[config.mk]
export PLATFORM = sky130hd
export DESIGN_NAME = dirmem_ctrl
export DESIGN_NICKNAME = d
export VERILOG_FILES = /design/src/rtl/dirmem_pkg.sv /design/src/rtl/dir_ram.sv /design/src/rtl/dir_flags.sv /design/src/rtl/dir_rr_arb.sv /design/src/rtl/dirmem_ctrl.sv
export SDC_FILE = /design/constraint.sdc
export NUM_CORES = 1
export LEC_CHECK = 0
export ABC_AREA = 1
export CORE_UTILIZATION = 54
export CTS_CLUSTER_SIZE = 20
export DETAILED_ROUTE_END_ITERATION = 8
export GPL_TIMING_DRIVEN = 0
export MAX_ROUTING_LAYER = met4
export PLACE_DENSITY = 0.77
export RECOVER_POWER = 25
export SYNTH_ARGS = -nofsm -noshare
export SYNTH_HDL_FRONTEND = slang
export SYNTH_HIERARCHICAL = 1
export SYNTH_SLANG_ARGS = --single-unit
[constraint.sdc]
create_clock -name clk -period 5 [get_ports clk]
set_input_delay 1.5 -clock clk [delete_from_list [all_inputs] [get_ports clk]]
set_output_delay 1.5 -clock clk [all_outputs]
set_load 0.05 [all_outputs]
[src/rtl/dirmem_pkg.sv]
package dirmem_pkg;
  typedef enum logic [2:0] {
    OP_FETCH  = 3'd0,
    OP_OWN    = 3'd1,
    OP_UPG    = 3'd2,
    OP_WB     = 3'd3,
    OP_DROP   = 3'd4,
    OP_WBDROP = 3'd5
  } op_e;

  typedef enum logic [1:0] {
    ST_IDLE, ST_SNOOP, ST_WAIT, ST_FINISH
  } st_e;

  function automatic logic is_retire(logic [2:0] op);
    return (op == OP_WB) || (op == OP_DROP) || (op == OP_WBDROP);
  endfunction
endpackage

[src/rtl/dir_ram.sv]
module dir_ram #(
  parameter int DEPTH  = 16,
  parameter int DATA_W = 32,
  localparam int AW = (DEPTH > 1) ? $clog2(DEPTH) : 1
) (
  input  logic              clk,
  input  logic              we,
  input  logic [AW-1:0]     waddr,
  input  logic [DATA_W-1:0] wdata,
  input  logic [AW-1:0]     raddr,
  output logic [DATA_W-1:0] rdata
);
  logic [DATA_W-1:0] mem [DEPTH];

  always_ff @(posedge clk) begin
    if (we) mem[waddr] <= wdata;
    rdata <= mem[raddr];
  end
endmodule

[src/rtl/dir_flags.sv]
module dir_flags #(
  parameter int N_CACHE = 4,
  parameter int N_BLK   = 16,
  localparam int IW = (N_CACHE > 1) ? $clog2(N_CACHE) : 1,
  localparam int BW = (N_BLK > 1) ? $clog2(N_BLK) : 1
) (
  input  logic               clk,
  input  logic               rst,
  input  logic [BW-1:0]      idx,
  input  logic [IW-1:0]      who,
  input  logic               set_en,
  input  logic               clr_en,
  input  logic               mod_we,
  input  logic               mod_d,
  output logic [N_CACHE-1:0] pres_o,
  output logic               mod_o
);
  logic [N_CACHE-1:0] pres [N_BLK];
  logic [N_BLK-1:0]   dirty;

  assign pres_o = pres[idx];
  assign mod_o  = dirty[idx];

  always_ff @(posedge clk) begin
    if (rst) begin
      for (int b = 0; b < N_BLK; b++) pres[b] <= '0;
      dirty <= '0;
    end else begin
      if (set_en) pres[idx][who] <= 1'b1;
      if (clr_en) pres[idx][who] <= 1'b0;
      if (mod_we) dirty[idx] <= mod_d;
    end
  end

  // checker state: remember a clear to see that it took effect
  logic          chk_clr;
  logic [BW-1:0] chk_idx;
  logic [IW-1:0] chk_who;
  always_ff @(posedge clk) begin
    if (rst) chk_clr <= 1'b0;
    else     chk_clr <= clr_en && !set_en;
    chk_idx <= idx;
    chk_who <= who;
  end

  a_r7_drop_clears: assert property (@(posedge clk) disable iff (rst)
    chk_clr |-> !pres[chk_idx][chk_who]);
  a_r1_no_set_clr_clash: assert property (@(posedge clk) disable iff (rst)
    !(set_en && clr_en));
endmodule

[src/rtl/dir_rr_arb.sv]
module dir_rr_arb #(
  parameter int N = 4,
  localparam int IW = (N > 1) ? $clog2(N) : 1
) (
  input  logic          clk,
  input  logic          rst,
  input  logic [N-1:0]  req,
  input  logic          take,
  output logic [IW-1:0] gnt_id,
  output logic          gnt_any
);
  logic [IW-1:0] last;

  always_comb begin
    gnt_id  = '0;
    gnt_any = 1'b0;
    for (int k = N; k >= 1; k--) begin
      int c;
      c = int'(last) + k;
      if (c >= N) c = c - N;
      if (req[c]) begin
        gnt_id  = IW'(c);
        gnt_any = 1'b1;
      end
    end
  end

  always_ff @(posedge clk) begin
    if (rst)       last <= IW'(N - 1);
    else if (take) last <= gnt_id;
  end

  a_r10_grant_is_request: assert property (@(posedge clk) disable iff (rst)
    gnt_any |-> req[gnt_id]);
endmodule

[src/rtl/dirmem_ctrl.sv]
module dirmem_ctrl
  import dirmem_pkg::*;
#(
  parameter int N_CACHE = 4,
  parameter int N_BLK   = 16,
  parameter int DATA_W  = 32,
  localparam int IW = (N_CACHE > 1) ? $clog2(N_CACHE) : 1,
  localparam int BW = (N_BLK > 1) ? $clog2(N_BLK) : 1
) (
  input  logic                      clk,
  input  logic                      rst,
  input  logic [N_CACHE-1:0]        req_valid,
  input  logic [3*N_CACHE-1:0]      req_op,
  input  logic [BW*N_CACHE-1:0]     req_blk,
  input  logic [DATA_W*N_CACHE-1:0] req_data,
  output logic [N_CACHE-1:0]        req_ack,
  output logic [DATA_W-1:0]         rsp_data,
  output logic [N_CACHE-1:0]        snp_valid,
  output logic                      snp_purge,
  output logic [BW-1:0]             snp_blk,
  input  logic [N_CACHE-1:0]        snp_done
);
  logic [2:0]        r_op   [N_CACHE];
  logic [BW-1:0]     r_blk  [N_CACHE];
  logic [DATA_W-1:0] r_data [N_CACHE];

  for (genvar i = 0; i < N_CACHE; i++) begin : g_lane
    assign r_op[i]   = req_op[3*i +: 3];
    assign r_blk[i]  = req_blk[BW*i +: BW];
    assign r_data[i] = req_data[DATA_W*i +: DATA_W];
  end

  st_e                state;
  logic [IW-1:0]      cur_id, tgt;
  logic [2:0]         cur_op;
  logic [BW-1:0]      cur_blk;
  logic [N_CACHE-1:0] pend;

  logic [IW-1:0]      gnt_id;
  logic               gnt_any;
  logic [N_CACHE-1:0] dir_pres;
  logic               dir_mod;
  logic [BW-1:0]      dir_idx;
  logic [IW-1:0]      dir_who;
  logic               dir_set, dir_clr, mod_we, mod_d;
  logic               ram_we;
  logic [BW-1:0]      ram_wa;
  logic [DATA_W-1:0]  ram_wd;
  logic [N_CACHE-1:0] new_mask;
  logic [IW-1:0]      nxt_tgt;
  logic               nest_ok;
  logic [2:0]         act_op;

  dir_rr_arb #(.N(N_CACHE)) arb_i (
    .clk(clk), .rst(rst),
    .req((state == ST_IDLE) ? req_valid : '0),
    .take((state == ST_IDLE) && gnt_any),
    .gnt_id(gnt_id), .gnt_any(gnt_any)
  );

  dir_flags #(.N_CACHE(N_CACHE), .N_BLK(N_BLK)) flags_i (
    .clk(clk), .rst(rst), .idx(dir_idx), .who(dir_who),
    .set_en(dir_set), .clr_en(dir_clr), .mod_we(mod_we), .mod_d(mod_d),
    .pres_o(dir_pres), .mod_o(dir_mod)
  );

  dir_ram #(.DEPTH(N_BLK), .DATA_W(DATA_W)) ram_i (
    .clk(clk), .we(ram_we), .waddr(ram_wa), .wdata(ram_wd),
    .raddr(cur_blk), .rdata(rsp_data)
  );

  assign nest_ok = (state == ST_WAIT) && req_valid[tgt] &&
                   (r_blk[tgt] == cur_blk) && is_retire(r_op[tgt]);

  // snoop set for a newly granted fetch or upgrade
  always_comb begin
    logic [N_CACHE-1:0] others;
    others = dir_pres & ~(N_CACHE'(1) << gnt_id);
    if (r_op[gnt_id] == OP_FETCH) new_mask = dir_mod ? others : '0;
    else                          new_mask = others;
  end

  // lowest pending target first
  always_comb begin
    nxt_tgt = '0;
    for (int k = N_CACHE - 1; k >= 0; k--)
      if (pend[k]) nxt_tgt = IW'(k);
  end

  // directory and memory write controls
  always_comb begin
    dir_idx = cur_blk;
    dir_who = cur_id;
    dir_set = 1'b0;
    dir_clr = 1'b0;
    mod_we  = 1'b0;
    mod_d   = 1'b0;
    ram_we  = 1'b0;
    ram_wa  = cur_blk;
    ram_wd  = '0;
    act_op  = OP_FETCH;
    if (state == ST_IDLE && gnt_any) begin
      dir_idx = r_blk[gnt_id];
      dir_who = gnt_id;
      ram_wa  = r_blk[gnt_id];
      ram_wd  = r_data[gnt_id];
      act_op  = r_op[gnt_id];
    end else if (nest_ok) begin
      dir_who = tgt;
      ram_wd  = r_data[tgt];
      act_op  = r_op[tgt];
    end
    if ((state == ST_IDLE && gnt_any) || nest_ok) begin
      ram_we  = (act_op == OP_WB) || (act_op == OP_WBDROP);
      dir_clr = (act_op == OP_DROP) || (act_op == OP_WBDROP);
      if (act_op == OP_WBDROP) mod_we = 1'b1;
    end
    if (state == ST_FINISH) begin
      mod_we  = 1'b1;
      mod_d   = (cur_op != OP_FETCH);
      dir_set = (cur_op != OP_UPG);
    end
  end

  always_ff @(posedge clk) begin
    if (rst) begin
      state     <= ST_IDLE;
      req_ack   <= '0;
      snp_valid <= '0;
      snp_purge <= 1'b0;
      snp_blk   <= '0;
      pend      <= '0;
      cur_id    <= '0;
      cur_op    <= '0;
      cur_blk   <= '0;
      tgt       <= '0;
    end else begin
      req_ack   <= '0;
      snp_valid <= '0;
      unique case (state)
        ST_IDLE: if (gnt_any) begin
          cur_id  <= gnt_id;
          cur_op  <= r_op[gnt_id];
          cur_blk <= r_blk[gnt_id];
          if (is_retire(r_op[gnt_id])) begin
            req_ack[gnt_id] <= 1'b1;
          end else begin
            pend  <= new_mask;
            state <= (new_mask != '0) ? ST_SNOOP : ST_FINISH;
          end
        end
        ST_SNOOP: begin
          tgt                <= nxt_tgt;
          snp_valid[nxt_tgt] <= 1'b1;
          snp_purge          <= (cur_op != OP_FETCH);
          snp_blk            <= cur_blk;
          state              <= ST_WAIT;
        end
        ST_WAIT: begin
          if (nest_ok) req_ack[tgt] <= 1'b1;
          if (snp_done[tgt]) begin
            pend[tgt] <= 1'b0;
            state <= ((pend & ~(N_CACHE'(1) << tgt)) != '0) ? ST_SNOOP : ST_FINISH;
          end
        end
        ST_FINISH: begin
          req_ack[cur_id] <= 1'b1;
          state           <= ST_IDLE;
        end
        default: state <= ST_IDLE;
      endcase
    end
  end

  a_r9_one_snoop: assert property (@(posedge clk) disable iff (rst)
    $onehot0(snp_valid));
  a_r9_snoop_while_waiting: assert property (@(posedge clk) disable iff (rst)
    (snp_valid != '0) |-> (state == ST_WAIT));
  a_r3_requester_never_snooped: assert property (@(posedge clk) disable iff (rst)
    (snp_valid != '0) |-> !snp_valid[cur_id]);
  a_r2_snoop_only_present: assert property (@(posedge clk) disable iff (rst)
    ((snp_valid & ~dir_pres) == '0));
  a_r11_single_ack: assert property (@(posedge clk) disable iff (rst)
    $onehot0(req_ack));
  a_r11_ack_is_pulse: assert property (@(posedge clk) disable iff (rst)
    (req_ack != '0) |=> ((req_ack & $past(req_ack)) == '0));
endmodule

==> impl_results.md, run 1 <==
- IO Port Bufs: 210
- Non-Filler Instances: about 4.6k
- Total routed wirelength: around 100 mm
- FFs w/ async S/R, synth: 0
- Top cell type's share of synthesized area: 0.5473
- # rows: 88
- Ys flop type: edfxtp_1
- RSZ-0062 raised after global routing: no
- CP arrival: 4960 ps
- Data required time of the critical path: about 5300 ps
- Fin Clk Skew: 35.64 ps
- Pre-antenna DRT Iters: 6
- FILL cells: approximately 4.5k
- Critical path endpoint: ram_i/mem[13][6]
- Final setup violation count: 0
- R2R depth: 21
- Origin of the critical flop-to-flop path: state[0]
- Final hold viol count: 0
- Layout cells sized above 1: 0.1036
- Peak VDD IR: between 0.4 and 0.5 mV
- Tot Pwr: 0.02511 W
- Post-placement cell count: 4,493
- Worst setup SP type: primary input
- DRT iter0 DRCs: 3,406
- Num ports: ~210
- Crit path max-delay family: buffers and inverters
- Post-synth top cells: 1,122 x nand2_1, 576 x edfxtp_1, 555 x inv_1
- Synth area leader: edfxtp_1
- CORE AREA: 0.05781 sq mm
- Hpwl dp: 71.38 mm
- Crit path depth: 21
- Buffers plus inverters on the worst setup path: 9
- Leakage: approximately 17 nW
- H-tree depth: 3
- CTS Buf Count: 70
- Initial antenna violation count: 1
- Final Slew Violations: 0
- Min-delay worst type: reg -> reg
- Most numerous cell in the Yosys netlist: nand2_1
- Crit end category: flop
- Top cells by area, synth: edfxtp_1 55%, nand2_1 13%, nand3_1 8.1%
- Die H: 243.9 um
- Avg Vias per Cell: 5.745
- # diodes: 0
- Routability cong.: roughly 0.99
- Syn Nets: approximately 3.7k
- Skew-Pair Late Insertion Delay: between 600 and 700 ps
- GRT Overall Usage: 0.3585
- Drt wl/cell: approximately 22 um
- PwrDens: 662.8 mW/mm^2
- Critical Path Most Common Cell: nand2_1
- Gate Count Post-Synth: 3,494
- Minimum clock period: about 4700 ps
- Seq. cell area: approximately 0.019 sq mm
- Normalized max-slew margin: 0.04309
- Cell breakdown of the critical path: dlygate4sd2_1 > inv_1 > nor2_2 > inv_1 > nand2_1 > nand3_1 > nand2_1 > inv_2 > nand2_2 > nand3_1 > nand2_4 > nand2_1 > inv_1 > buf_6 > clkbuf_2 > clkbuf_1 > a22oi_1 > nand3_1 > nand2_1 > o21ai_1 > clkbuf_1
- Synth warn: 6
- Mapped Area: 0.03161 sq mm
- Clock Sink Count: between 600 and 700
- Die X: around 240 um
- Hold_ws: 478.0 ps
- First-pass GRT wire length: around 150 mm
- R2R setup slack: just under 700 ps
- CP startpoint: req_valid[1]
- FF-to-FF End: ram_i/mem[13][6]
- Vias in the first global route: 25.67k
- Synth-to-layout area growth: 19.87%
- Vias: 26.69k
- TritonCTS clock tree: built
- Die area: between 0.05 and 0.06 sq mm
- Largest net degree at the start of global routing: 23
- Slowest stage delay, CP: 760 ps
- Slowest cell on crit path: clkbuf_1
- Max frequency: ~210 MHz
- Clock slew at reported path FFs: around 60 ps
- #FFs+latches synth: approximately 660
- DRC: 0
- Worst slew pin tran: 1426 ps
- Post-DRT Antenna Nets: 0
- Clock buffer depth: 3
- Clock Tree Root: clkbuf_16
- Effective utilization at floorplan: 0.5468
- WHS Path Cells: 2
- Remaining global-route overflow: 0
- Post-synthesis area per instance: 9.046 sq um
- Status: finished clean
- Post-synth EDFFs: 576
- Final period util: 0.9429
- Layout Nets: roughly 4.0k
- CP Max Fanout: 16
- Multi-input gate area: about 0.0095 sq mm
- Dpl cell area: 0.03526 sq mm
- Post-synthesis sequential area ratio: 0.5979
- Final Cell Area: 0.03789 sq mm
- Synth cell types: 36
- Max Cap Viol: 0
- Kind of critical path: in -> reg
## kinds of logic (layout without fill, tap and decap cells)
logic type             Yosys count  in the layout  synth area share
flip-flops                     656            656            0.5979
AO/OA/AOI/OAI                  321            321           0.06485
buffers and inverters          778           1164            0.1060
AND/OR/NAND/NOR               1739           1740            0.2312
## flip-flops by register name (all words and copies together), names as in the netlist, 3 cells and up
name / count
snp_valid: 4
ram_i/mem: 512
cur_op: 3
snp_blk: 4
ram_i/rdata: 32
cur_blk: 4
flags_i/dirty: 16
flags_i/pres: 64
pend: 4
req_ack: 4
## report_power, final
part           switching [W]  internal [W]
combinational        0.00893       0.00300
sequential          0.000147       0.00814
clock                0.00211       0.00278
## worst reg2reg max path, delay by kind of cell (launching register included)
kind	cells	cell delay [ps]
and+or+nand+nor	11	1300
AOI/OAI and AO/OA	2	250
DFF	1	340
buffers and inverters	8	2080
## worst min-delay path by stage
| stage | start | endpoint | slack, ps |
|---|---|---|---|
| after floorplan | flags_i/dirty[0] | flags_i/dirty[0] | 440 |
| after global placement | flags_i/dirty[0] | flags_i/dirty[0] | 450 |
| after detailed placement | flags_i/dirty[0] | flags_i/dirty[0] | 460 |
| after CTS | flags_i/dirty[0] | flags_i/dirty[0] | 470 |
| after global routing | flags_i/dirty[11] | flags_i/dirty[11] | 500 |
| final | flags_i/dirty[0] | flags_i/dirty[0] | 480 |
## placed cells by master, fill, tap and decap left out, types with 33 or more instances in the layout
master / count
buf_6: 46
edfxtp_1: 576
buf_2: 52
nor2_1: 33
dlygate4sd3_1: 46
o22ai_1: 38
o21ai_1: 40
nand3_1: 509
a21oi_1: 43
o21ai_0: 89
inv_1: 554
clkbuf_1: 66
nand2_1: 1115
dfxtp_1: 80
clkbuf_16: 72
clkdlybuf4s50_1: 160
## layout make-up
cell class | count | area share
sequential | 656 | 0.4988
clock buffer | 91 | 0.05102
inverter | 592 | 0.05912
tap | 765 | 0.02526
timing repair buffer | 262 | 0.07579
buffer | 186 | 0.03233
clock inverter | 33 | 0.005614
multi-input combinational | 2061 | 0.2520
## per-stage QoR
| step | util | setup WS (ps) | TNS [ps] |
|---|---|---|---|
| 2_1_floorplan | - | -267.7 | -109670 |
| 4_1_cts | 0.6536 | 2.395 | 0 |
| 3_3_place_gp | 0.5998 | -3457 | -1854700 |
| 5_1_grt | 0.6554 | 32.12 | 0 |
| 3_5_place_dp | 0.6099 | -1523 | -804360 |
| 6_report | 0.6554 | 285.6 | 0 |
## metal layers
| layer | share of wire | vias to the layer above | track usage | routed length (um) |
|---|---|---|---|---|
| met4 | 0.053 | 0 | 0.1822 | 5542 |
| met3 | 0.12 | 335 | 0.06345 | 12670 |
| met2 | 0.46 | 1882 | 0.5602 | 47980 |
| li1 | - | 12080 | - | - |
| met1 | 0.36 | 12390 | 0.4492 | 37460 |
| met5 | 0 | - | - | 0 |
## what timing repair did
item,in CTS,in global routing
cloned,1,0
pin swaps,14,10
hold buffers,0,0
setup buffers,17,11
setup endpoints to repair,642,615
gates resized for setup,45,53
Power figures use the tool's default switching activity.
==> run 2: changes to the inputs <==
SETUP_SLACK_MARGIN = 0.2   (was unset)
==> impl_results.md, run 2 (synthesis results as in run 1) <==
- Status: finished clean
- Final hold viol count: 0 (unchanged)
- Cell breakdown of the critical path: dlygate4sd2_1 > inv_1 > nor2_2 > inv_1 > nand2_1 > nand3_1 > nand2_2 > inv_1 > nand2_1 > nand2_1 > nand2_1 > nand2_4 > buf_4 > nor2_4 > buf_8 > buf_12 > clkbuf_1 > clkbuf_1 > nand2_1 > nand3_1 > nand2_1 > o21ai_0 > clkbuf_1
- Clock power frac: 0.194 (about the same)
- # hold bufs at CTS: 0 (unchanged)
- Crit end category: flop
- CORE AREA: 0.05781 sq mm (unchanged)
- Largest net degree at the start of global routing: 23 (unchanged)
- Die area: 0.05950 sq mm (unchanged)
- PwrDens: 666.2 mW/mm^2 (+0.51%)
- Most frequent cells in the layout: 1,116 x nand2_1, 576 x edfxtp_1, 555 x inv_1
- Clock slew at reported path FFs: 60 ps (about the same)
- Clock Sink Count: 656 (unchanged)
- H-tree depth: 3 (unchanged)
- IO Port Bufs: 210 (unchanged)
- Data required time of the critical path: 5270 ps (+20 ps)
- CP startpoint: req_valid[2]
- Skew-Pair Late Insertion Delay: 620 ps (about the same)
- Remaining global-route overflow: 0 (unchanged)
- Origin of the critical flop-to-flop path: state[0]
- Final setup violation count: 0 (unchanged)
- PnR worst setup slack: 260.2 ps (-25.43 ps)
- Max reg flops: 512 (unchanged)
- Layout Nets: 4,000 (+0.13%)
- DRT iter0 DRCs: 3,454 (+1.4%)
- Switch Pwr: 0.01123 W (+0.43%)
- Non-Filler Instances: 4,652 (+0.13%)
- Min-delay worst type: reg -> reg
- Critical Path Most Common Cell: nand2_1
- Minimum clock period: 4740 ps (+25.43 ps)
- Post-placement cell count: 4,493 (unchanged)
- Num ports: 211 (unchanged)
- CP arrival: 5010 ps (+50 ps)
- Tot Pwr: 0.02528 W (+0.68%)
- CTS Buf Count: 70 (unchanged)
- Max frequency: 211.0 MHz (-0.54%)
- DP Worst Slack: -1523 ps (unchanged)
- # rows: 88 (unchanged)
- Peak VDD IR: 0.4419 mV (+0.57%)
- Leakage: 16.70 nW (about the same)
- GRT Overall Usage: 0.3589 (+0.0003752)
- Combinational Power Share: 0.478 (+0.003)
- Biggest register: ram_i/mem
- Pre-antenna DRT Iters: 8 (+2)
- Avg Vias per Cell: 5.756 (+0.19%)
- Fin Clk Skew: 36.03 ps (+0.3893 ps)
- Normalized max-slew margin: 0.07947 (+0.03638)
- Initial antenna violation count: 1 (unchanged)
- FILL cells: 4,486 (+0.067%)
- CP Max Fanout: 16 (unchanged)
- Slowest stage delay, CP: 750 ps (about the same)
- Clock Tree Root: clkbuf_16
- Max Cap Viol: 0 (unchanged)
- Switching Fraction: 0.4442 (-0.001109)
- TritonCTS clock tree: built
- Clock buffer depth: 3 (unchanged)
- First-pass GRT wire length: 153.7 mm (+0.15%)
- Slowest cell on crit path: clkbuf_1
- Post-DRT Antenna Nets: 0 (unchanged)
- Routability cong.: 0.9860 (unchanged)
- Die H: 243.9 um (unchanged)
- Post-layout util: 0.6565 (+0.001104)
- Kind of critical path: in -> reg
- Worst slew pin tran: 1372 ps (-54.21 ps)
- Final Slew Violations: 0 (unchanged)
- Hpwl dp: 71.38 mm (unchanged)
- Worst setup SP type: primary input
- Final period util: 0.9480 (+0.005085)
- Total routed wirelength: 104.2 mm (+0.54%)
- Effective utilization at floorplan: 0.5468 (unchanged)
- RSZ-0062 raised after global routing: yes
- Top Registers: ram_i/mem x512, flags_i/pres x64, ram_i/rdata x32
- DRC: 0 (unchanged)
- Drt wl/cell: 22.40 um (+0.41%)
- Commonest non-fill, non-tap cell in the layout: nand2_1
- Die X: 243.9 um (unchanged)
- Startpoint of the worst hold path: flags_i/dirty[0]
- Reg power frac: 0.328 (-0.002)
- Vias: 26.78k (+0.32%)
- Layout cells sized above 1: 0.1047 (+0.001153)
- Vias in the first global route: 25.70k (+0.11%)
- Internal: 0.01405 W (+0.88%)
- Synth-to-layout area growth: 20.08%
## run 2: power by group through the flow
| stage | sequential, W | combinational, W | clock [W] |
|---|---|---|---|
| final | 0.00829 | 0.0121 | 0.00490 |
| after global routing | 0.00833 | 0.0128 | 0.00516 |
| after CTS | 0.00827 | 0.0116 | 0.00492 |
| after detailed placement | 0.00838 | 0.0112 | 0 |
| after global placement | 0.00845 | 0.0106 | 0 |
| after floorplan | 0.00890 | 0.00617 | 0 |
## run 2: area by class of cell
cell class | instances | area (sq um) | area share
Multi-Input combinational cell | 2061 | 9554 | 0.2518
Clock buffer | 91 | 1933 | 0.05094
Clock inverter | 33 | 212.7 | 0.005605
Buffer | 186 | 1237 | 0.03261
Timing Repair Buffer | 267 | 2915 | 0.07682
Inverter | 592 | 2240 | 0.05902
Antenna cell | 1 | 2.502 | 0.00006594
Sequential cell | 656 | 18900 | 0.4980
Tap cell | 765 | 957.2 | 0.02522
## run 2: worst paths after layout
kind / depth (start not counted) / endpoint / slack [ps]
min: 2 / flags_i/dirty[0] / 480
max: 23 / ram_i/mem[10][11] / 260
max reg2reg: 23 / ram_i/mem[10][11] / 610
min reg2reg: 2 / flags_i/dirty[0] / 480
## run 2: metrics by stage
step                      cell area (sq um)  TNS [ps]  hold WS (ps)
after floorplan                       31610   -109670         439.1
after global placement                34670  -1854700         451.7
after detailed placement              35260   -804360         460.0
after CTS                             37810         0         469.8
after global routing                  37950         0         496.3
final                                 37950         0         476.0
## run 2: routing by layer
layer / vias up / routed length [um] / global-route usage
li1: 12090 / - / -
met2: 1883 / 48250 / 0.5622
met4: 0 / 5538 / 0.1796
met5: - / 0 / -
met3: 354 / 12860 / 0.06158
met1: 12450 / 37570 / 0.4508
## run 2: repair_timing
item	4_1_cts	5_1_grt
gates resized for setup	54	56
gates cloned	1	0
setup buffers	19	14
setup endpoints to repair	753	599
pin swaps	15	10
## run 2: critical path, delay by kind of cell
kind | cells | cell delay (ps)
buffers and inverters | 10 | 2210
AO/OA/AOI/OAI | 1 | 130
AND/OR/NAND/NOR | 12 | 1130
